$ cat src/rtl/cursorPkg.sv
package cursorPkg;
  // Decoded command fields handed from control to datapath.
  typedef struct packed {
    logic       curEn;      // bitmap cursor enabled
    logic       xhEn;       // crosshair enabled
    logic       orMode;     // 1: OR merge, 0: XOR merge
    logic [1:0] halfThick;  // crosshair half-width t, thickness 2t+1
    logic [1:0] muxSel;     // 0: 1:1, 1: 4:1, 2: 5:1
    logic       winOn;      // a crosshair window is programmed
  } ctlT;
endpackage

$ cat src/rtl/cursorCtrl.sv
module cursorCtrl
  import cursorPkg::*;
#(
  parameter int CW      = 12,
  parameter int BIT_CUR = 6,
  parameter int BIT_XH  = 5,
  parameter int BIT_OR  = 4,
  parameter int BIT_MUX = 2
) (
  input  logic [7:0]    cmd,
  input  logic [CW-1:0] winX,
  input  logic [CW-1:0] winY,
  input  logic [CW-1:0] winW,
  input  logic [CW-1:0] winH,
  output ctlT           ctl
);
  logic [1:0] modeRaw;

  always_comb begin
    modeRaw       = cmd[BIT_MUX +: 2];
    ctl.curEn     = cmd[BIT_CUR];
    ctl.xhEn      = cmd[BIT_XH];
    ctl.orMode    = cmd[BIT_OR];
    ctl.halfThick = cmd[1:0];
    // the unused mode code falls back to direct multiplexing
    ctl.muxSel    = (modeRaw == 2'd3) ? 2'd0 : modeRaw;
    ctl.winOn     = (|winX) | (|winY) | (|winW) | (|winH);
  end
endmodule

$ cat src/rtl/cursorPath.sv
module cursorPath
  import cursorPkg::*;
#(
  parameter int CW       = 12,
  parameter int DIM_LOG  = 6,
  parameter int WORD_LOG = 3,
  parameter int HSKEW    = 412,
  parameter int VSKEW    = 68,
  parameter int VBASE    = 32,
  parameter int MUX0K    = 37,
  parameter int MUX1K    = 52,
  parameter int MUX2K    = 57,
  localparam int DIM     = 1 << DIM_LOG,
  localparam int HALF    = DIM / 2,
  localparam int WPIX    = 1 << WORD_LOG,
  localparam int DW      = 2 * WPIX,
  localparam int AW      = 2 * DIM_LOG - WORD_LOG
) (
  input  logic          clk,
  input  logic          rst_n,
  input  logic [CW-1:0] pixX,
  input  logic [CW-1:0] pixY,
  input  logic          vidActive,
  input  logic [CW-1:0] curX,
  input  logic [CW-1:0] curY,
  input  logic [CW-1:0] winX,
  input  logic [CW-1:0] winY,
  input  logic [CW-1:0] winW,
  input  logic [CW-1:0] winH,
  input  ctlT           ctl,
  input  logic [DW-1:0] bmData,
  output logic [AW-1:0] bmAddr,
  output logic          curActive,
  output logic          curData
);
  logic [CW-1:0] muxK, originX, originY, dx, dy;
  logic [CW-1:0] ctrX, ctrY, dvx, dvy, span, relWx, relWy;
  logic          inBox, vHit, hHit, inWin, xhHit;

  // stage 1 registers
  logic                s1Box, s1Xh, s1Vid, s1CurEn, s1Or;
  logic [WORD_LOG-1:0] s1Col;

  // stage 2 merge terms
  logic mBit, dBit, cp, cd;

  always_comb begin
    unique case (ctl.muxSel)
      2'd1:    muxK = CW'(MUX1K);
      2'd2:    muxK = CW'(MUX2K);
      default: muxK = CW'(MUX0K);
    endcase
    originX = curX + muxK - CW'(HSKEW);
    originY = curY + CW'(VBASE) - CW'(VSKEW);
    dx      = pixX - originX;
    dy      = pixY - originY;
    inBox   = (dx[CW-1:DIM_LOG] == '0) && (dy[CW-1:DIM_LOG] == '0);
    bmAddr  = {dy[DIM_LOG-1:0], dx[DIM_LOG-1:WORD_LOG]};

    ctrX    = originX + CW'(HALF);
    ctrY    = originY + CW'(HALF);
    span    = CW'({ctl.halfThick, 1'b1});
    dvx     = pixX - ctrX + CW'(ctl.halfThick);
    dvy     = pixY - ctrY + CW'(ctl.halfThick);
    vHit    = dvx < span;
    hHit    = dvy < span;

    relWx   = pixX - winX;
    relWy   = pixY - winY;
    inWin   = !ctl.winOn || ((relWx < winW) && (relWy < winH));
    xhHit   = ctl.xhEn && inWin && (vHit || hHit);
  end

  always_ff @(posedge clk) begin
    if (!rst_n) begin
      s1Box   <= 1'b0;
      s1Xh    <= 1'b0;
      s1Vid   <= 1'b0;
      s1CurEn <= 1'b0;
      s1Or    <= 1'b0;
      s1Col   <= '0;
    end else begin
      s1Box   <= inBox;
      s1Xh    <= xhHit;
      s1Vid   <= vidActive;
      s1CurEn <= ctl.curEn;
      s1Or    <= ctl.orMode;
      s1Col   <= dx[WORD_LOG-1:0];
    end
  end

  always_comb begin
    mBit = bmData[DW - 1 - int'(s1Col)];
    dBit = bmData[WPIX - 1 - int'(s1Col)];
    cp   = s1CurEn && s1Box && mBit;
    cd   = cp && dBit;
  end

  always_ff @(posedge clk) begin
    if (!rst_n) begin
      curActive <= 1'b0;
      curData   <= 1'b0;
    end else begin
      curActive <= s1Vid && (cp || s1Xh);
      curData   <= s1Vid && (s1Or ? (cd || s1Xh) : (cd ^ s1Xh));
    end
  end
endmodule

$ cat src/rtl/cursorOverlay.sv
module cursorOverlay
  import cursorPkg::*;
#(
  parameter int CW       = 12,
  parameter int DIM_LOG  = 6,
  parameter int WORD_LOG = 3,
  parameter int HSKEW    = 412,
  parameter int VSKEW    = 68,
  localparam int DW      = 2 * (1 << WORD_LOG),
  localparam int AW      = 2 * DIM_LOG - WORD_LOG
) (
  input  logic          clk,
  input  logic          rst_n,
  input  logic [CW-1:0] pixX,
  input  logic [CW-1:0] pixY,
  input  logic          vidActive,
  input  logic [7:0]    cmd,
  input  logic [CW-1:0] curX,
  input  logic [CW-1:0] curY,
  input  logic [CW-1:0] winX,
  input  logic [CW-1:0] winY,
  input  logic [CW-1:0] winW,
  input  logic [CW-1:0] winH,
  input  logic [DW-1:0] bmData,
  output logic [AW-1:0] bmAddr,
  output logic          curActive,
  output logic          curData
);
  ctlT ctl;

  cursorCtrl #(.CW(CW)) u_ctrl (
    .cmd(cmd), .winX(winX), .winY(winY), .winW(winW), .winH(winH), .ctl(ctl)
  );

  cursorPath #(
    .CW(CW), .DIM_LOG(DIM_LOG), .WORD_LOG(WORD_LOG), .HSKEW(HSKEW), .VSKEW(VSKEW)
  ) u_path (
    .clk(clk), .rst_n(rst_n), .pixX(pixX), .pixY(pixY), .vidActive(vidActive),
    .curX(curX), .curY(curY), .winX(winX), .winY(winY), .winW(winW), .winH(winH),
    .ctl(ctl), .bmData(bmData), .bmAddr(bmAddr),
    .curActive(curActive), .curData(curData)
  );
endmodule

$ cat config.mk
export PLATFORM = sky130hd
export DESIGN_NAME = cursorOverlay
export DESIGN_NICKNAME = d
export VERILOG_FILES = /design/src/rtl/cursorPkg.sv /design/src/rtl/cursorCtrl.sv /design/src/rtl/cursorPath.sv /design/src/rtl/cursorOverlay.sv
export SDC_FILE = /design/constraint.sdc
export NUM_CORES = 1
export LEC_CHECK = 0
export BUFFER_PORTS_ARGS = -buffer_cell sky130_fd_sc_hd__buf_2
export CORE_MARGIN = 5
export CORE_UTILIZATION = 50
export CTS_BUF_LIST = sky130_fd_sc_hd__clkbuf_4
export CTS_CLUSTER_DIAMETER = 200
export DETAILED_ROUTE_END_ITERATION = 7
export GPL_TIMING_DRIVEN = 0
export PLACE_DENSITY = 0.76
export SLEW_MARGIN = 20
export SYNTH_ARGS = -nofsm -noshare
export SYNTH_HDL_FRONTEND = slang
export SYNTH_SLANG_ARGS = --single-unit
$ cat constraint.sdc
create_clock -name clk -period 4.75 [get_ports clk]
set_input_delay 0.2375 -clock clk [delete_from_list [all_inputs] [get_ports clk]]
set_output_delay 0.2375 -clock clk [all_outputs]
set_load 0.01 [all_outputs]
==> results by group, run 1 <==
Routing
  • Vias after detailed routing: 4987
  • Iteration-0 DRC count of the detailed router: 143
  • Antenna Nets Post-Route: 0
  • Avg WL per Cell: 14.33 µm
  • DRC: 0
  • Vias per cell: 5.322
  • Routed WL: 13430 µm
  • Pre-antenna DRT Iters: 5

GRT
  • Vias in the first global route: 5216
  • First-pass GRT wire length: 22800 µm
  • GRT overflow: 0
  • Pin count of the biggest net entering global routing: 10
  • Gr usage total: 21.04%
  • Initial antenna violation count: 0

Clock network
  • H-Tree Depth: 1
  • CTS buffer count: 3
  • Worst-Skew Late Latency: 0.26 ns
  • CTS clk-pin slew, worst paths: 0.06 ns
  • Clock sinks: 10
  • Root buf cell: clkbuf_4
  • Setup repair bufs after CTS: 0
  • Post-CTS sizing: 0
  • Max clock buf depth: 2
  • CTS tree: yes
  • # hold bufs at CTS: 0

Floorplan
  • Initial core utilization: 50.95%
  • Die height: 112.1 µm
  • DIE WIDTH: 112.1 µm
  • Die Area: 0.01257 mm²
  • I/O Pins: 134
  • Area of the core: 0.01023 mm²
  • Rows: 37

Layout
  • Nets: 1074
  • Layout area overhead: 16.44%
  • Share of cells above drive strength 1: 19.35%
  • Ant. Diodes: 0
  • Util after Layout: 59.32%

Timing
  • RSZ-0062 raised after global routing: false
  • Final WS setup: 0.4542 ns
  • Peak Freq: 232.8 MHz
  • Final hold vios: 0
  • Final min period: 4.296 ns
  • Final sum of negative setup slack: 0 ns
  • Worst-Margin Slew: 0.7874 ns
  • Max transition margin: 46.15%
  • Final slew viol count: 0
  • Period utilization: 90.44%
  • Worst hold margin: 0.1825 ns
  • Setup Skew: 0.004049 ns
  • Endpoints failing setup: 0

Min path
  • Class of the tightest hold or removal check: in2reg

Flow run
  • Max-cap violations: 0

Worst setup path
  • Arr. time, crit path: 4.41 ns
  • Crit. End Element: register
  • Critical path class: in2reg
  • Critical Path RT: 4.87 ns
  • CP Max Fanout: 5
  • Setup crit start kind: input pin
  • Worst reg-to-reg setup slack: 2.92 ns

Placement
  • Hpwl dp: 12190 µm
  • Placer Congestion: 0.9372
  • IO buf count: 132
  • Dpl ws: 0.1968 ns

Outcome
  • Status: finished clean

Yosys
  • Post-synth EDFFs: 0
  • Syn nets: 937
  • Syn_area_per_cell: 7.838 µm²
  • Seq/Total Area, Yosys: 3.841%
  • Post-Syn Area: 0.005212 mm²
  • Ranking of synthesized cells by area: ha_1 (32%), inv_1 (11%), xnor2_1 (7.6%)
  • Post-synth top cells: inv_1 (148), ha_1 (135), xnor2_1 (45), a21oi_1 (41), xor2_1 (31)
  • Flops & latches, synth: 10
  • Async SR Flop Fraction: 0%
  • Library cells used by synthesis: 56
  • Synthesized netlist cell count: 665
  • Top-count cell post-synth: inv_1
  • Synth top area share: 32.41%
  • Synthesis warning total: 0
  • Top_reg_cell synth: dfxtp_1
  • Synth area leader: ha_1

Power
  • Maximum VDD drop: 0.08961 mV
  • Pleak: 3.347 nW
  • Overall Power: 1.240 mW
  • Power Density: 204.2 mW/mm²
-- power breakdown --
group	switching [mW]	internal [mW]
clock network	0.0264	0.0302
logic	0.579	0.509
registers	0.00539	0.0894
-- placed cells by master (no fill, tap or decap), types with 3 or more instances in the layout --
cell and instances:
buf_4 3, inv_1 148, o41ai_1 3, nor2b_1 8, or3_1 5, o21bai_1 8
a2111oi_0 4, ha_1 135, nand4_1 9, buf_2 132, nor2_1 26, nand2b_1 7
and2_1 6, dfxtp_1 10, nand3_1 7, a21o_1 16, nor4_1 13, and3_1 5
nor3b_1 3, a211o_1 3, clkbuf_4 3, o21a_1 6, fa_1 14, a31oi_1 7
mux2i_1 3, a211oi_1 6, nand2_1 17, o211ai_1 3, nor3_1 13, o21ai_0 26
mux4_2 4, xor2_1 31, a21oi_1 41, xnor2_1 45
-- flip-flops by register name, summed over array words and instances, names as in the netlist --
name,flops
u_path.s1Xh,1
u_path.s1CurEn,1
u_path.curData,1
u_path.s1Vid,1
u_path.curActive,1
u_path.s1Col,3
u_path.s1Box,1
u_path.s1Or,1
-- worst max-delay path, stage by stage --
cell	delay, ns
buf_2	0.09
inv_1	0.05
ha_1	0.27
inv_1	0.04
ha_1	0.27
ha_1	0.35
or3_1	0.35
o221a_2	0.15
and2_1	0.19
xnor2_1	0.26
ha_1	0.36
nand4_1	0.12
a21oi_1	0.06
a2111oi_0	0.72
o21bai_1	0.11
a21oi_1	0.20
xor2_1	0.15
o21ai_0	0.09
nor4_1	0.35
-- cells by family (layout without fill, tap and decap cells) --
group                      Yosys count  count (layout)  synth area share [%]
AOI/OAI and AO/OA                  141             141                 17.93
muxes                                8               8                 2.520
DFF                                 10              10                 3.841
xor gates and xnor gates            77              77                 13.25
and+or+nand+nor                    129             129                 13.59
buffers and inverters              151             287                 11.09
adders and majority gates          149             149                 37.78
-- cell type report --
| class | instances | area [µm²] |
|---|---|---|
| Clock inverter | 1 | 3.754 |
| Timing Repair Buffer | 132 | 660.6 |
| Fill cell | 964 | 4161 |
| Tap cell | 136 | 170.2 |
| Multi-Input combinational cell | 504 | 4434 |
| Inverter | 148 | 555.5 |
| Sequential cell | 10 | 200.2 |
| Buffer | 3 | 22.52 |
| Clock buffer | 3 | 22.52 |
-- final timing paths --
kind | from | endpoint | depth (start not counted)
worst min-delay path | cmd[6] | u_path.s1CurEn | 2
worst min register to register | u_path.s1Or | u_path.curData | 1
worst max register to register | u_path.s1Col[0] | u_path.curData | 6
worst max-delay path | cmd[2] | u_path.s1Box | 19
-- layer usage --
metal	track usage, %	share of wire [%]	routed length (µm)
met3	2.965	5.2	698
met2	38.74	50	6702
met4	4.407	1.7	229
met1	25.97	43	5795
met5	0	0	0
-- through the flow --
stage | instances | instance area (µm²)
2_1_floorplan | 665 | 5213
3_3_place_gp | 933 | 6043
3_5_place_dp | 933 | 6043
4_1_cts | 937 | 6070
5_1_grt | 937 | 6070
6_report | 937 | 6070
(Power assumes the default switching activity.)
==> run 2: changes to the inputs <==
CTS_BUF_LIST = sky130_fd_sc_hd__clkbuf_4 sky130_fd_sc_hd__clkbuf_8   (was sky130_fd_sc_hd__clkbuf_4)
==> results by group, run 2 (synthesis gave the netlist of run 1 again) <==
Outcome
  • Status: finished clean

Timing
  • Setup Skew: 0.003025 ns
  • Worst-Margin Slew: 0.7878 ns
  • Period utilization: 90.94%
  • Final slew viol count: 0
  • Final min period: 4.320 ns
  • RSZ-0062 raised after global routing: false
  • Max transition margin: 46.12%
  • Final sum of negative setup slack: 0 ns
  • Peak Freq: 231.5 MHz
  • Endpoints failing setup: 0
  • Final WS setup: 0.4304 ns
  • Final hold vios: 0

Clock network
  • Root buf cell: clkbuf_8
  • Clock sinks: 10
  • # hold bufs at CTS: 0
  • H-Tree Depth: 1
  • Worst-Skew Late Latency: 0.23 ns
  • CTS clk-pin slew, worst paths: 0.05 ns
  • CTS buffer count: 3
  • Post-CTS sizing: 0
  • Setup repair bufs after CTS: 0
  • Max clock buf depth: 2
  • CTS tree: yes

Power
  • Maximum VDD drop: 0.1241 mV
  • Pleak: 3.361 nW
  • Power Density: 211.1 mW/mm²

Worst setup path
  • Critical Path Sink: u_path.s1Box
  • Critical Path Most Common Cell: ha_1
  • Worst R2R Start: u_path.s1Col[0]
  • Critical path class: in2reg
  • WP buf/inv: 3
  • Critical Path RT: 4.84 ns
  • Slowest library cell on the worst path: a2111oi_0
  • Worst path max stage delay: 0.72 ns
  • Worst Setup SP: cmd[2]
  • CP Max Fanout: 5
  • Critical path depth: 19
  • Arr. time, crit path: 4.41 ns
  • Cell chain of the critical path: buf_2 > inv_1 > ha_1 > inv_1 > ha_1 > ha_1 > or3_1 > o221a_2 > and2_1 > xnor2_1 > ha_1 > nand4_1 > a21oi_1 > a2111oi_0 > o21bai_1 > a21oi_1 > xor2_1 > o21ai_0 > nor4_1
  • Worst reg-to-reg setup slack: 2.89 ns
  • R2R depth: 6
  • CP delay by family, top: compound AO/OA/AOI/OAI gates
  • Reg-to-reg endpoint: u_path.curData
  • Setup crit start kind: input pin
  • Crit. End Element: register

Layout
  • Layout area overhead: 16.99%
  • Most flops, register: u_path.s1Col
  • Ant. Diodes: 0
  • Commonest non-fill, non-tap cell in the layout: inv_1
  • # fillers: 960
  • Number of flip-flops in the largest register: 3
  • Most frequent cells in the layout: inv_1 (148), ha_1 (135), buf_2 (132)
  • Share of cells above drive strength 1: 19.48%
  • Final Non-Filler Cells: 937
  • Nets: 1074

Routing
  • DRC: 0
  • Routed WL: 13470 µm
  • Pre-antenna DRT Iters: 5
  • Avg WL per Cell: 14.37 µm
  • Vias after detailed routing: 5034
  • Vias per cell: 5.372
  • Antenna Nets Post-Route: 0
  • Iteration-0 DRC count of the detailed router: 155

Placement
  • IO buf count: 132
  • Hpwl dp: 12190 µm
  • Dpl ws: 0.1968 ns
  • Placer Congestion: 0.9372
  • Cells after DPL: 933

Floorplan
  • I/O Pins: 134
  • Die height: 112.1 µm
  • Initial core utilization: 50.95%
  • Area of the core: 0.01023 mm²
  • DIE WIDTH: 112.1 µm
  • Die Area: 0.01257 mm²
  • Rows: 37

GRT
  • Pin count of the biggest net entering global routing: 10
  • Initial antenna violation count: 0
  • Vias in the first global route: 5234
  • GRT overflow: 0
  • Gr usage total: 21.08%
  • First-pass GRT wire length: 22860 µm

Min path
  • Class of the tightest hold or removal check: in2reg
  • Min-delay src: cmd[6]

Flow run
  • Max-cap violations: 0
run 2: per-stage QoR:
step	hold slack (ns)	cell area, µm²	total power, mW	utilization, %
2_1_floorplan	0.3592	5213	0.8985	-
3_5_place_dp	0.4386	6043	1.177	59.07
6_report	0.2095	6098	1.288	59.61
4_1_cts	0.2066	6098	1.291	59.61
3_3_place_gp	0.4260	6043	1.133	59.07
5_1_grt	0.2160	6098	1.435	59.61
run 2: where the power goes:
part	internal (mW)	switching [mW]	leakage, nW
registers	0.0897	0.00539	0.0822
logic	0.509	0.580	3.25
clock network	0.0727	0.0313	0.0288
total	0.671	0.616	3.36
run 2: worst min-delay path by stage:
| stage | end | slack, ns | depth (start not counted) |
|---|---|---|---|
| 2_1_floorplan | u_path.s1Col[1] | 0.36 | 1 |
| 3_3_place_gp | u_path.curData | 0.43 | 1 |
| 3_5_place_dp | u_path.s1CurEn | 0.44 | 2 |
| 4_1_cts | u_path.s1CurEn | 0.21 | 2 |
| 5_1_grt | u_path.s1CurEn | 0.22 | 2 |
| 6_report | u_path.s1CurEn | 0.21 | 2 |
run 2: metal layers:
metal | part of all wire [%] | global-route usage [%]
met3 | 5.5 | 2.965
met1 | 43 | 26.07
met5 | 0 | 0
met2 | 50 | 38.74
met4 | 1.6 | 4.487
run 2: area by class of cell:
type / count / area, µm² / share of cell area (%)
inverters: 148 / 555.5 / 9.110
flip-flops and latches: 10 / 200.2 / 3.283
well taps: 136 / 170.2 / 2.790
plain buffers: 3 / 22.52 / 0.3693
clock buffers: 4 / 55.05 / 0.9027
multi-input cells: 504 / 4434 / 72.71
repair buffers: 132 / 660.6 / 10.83
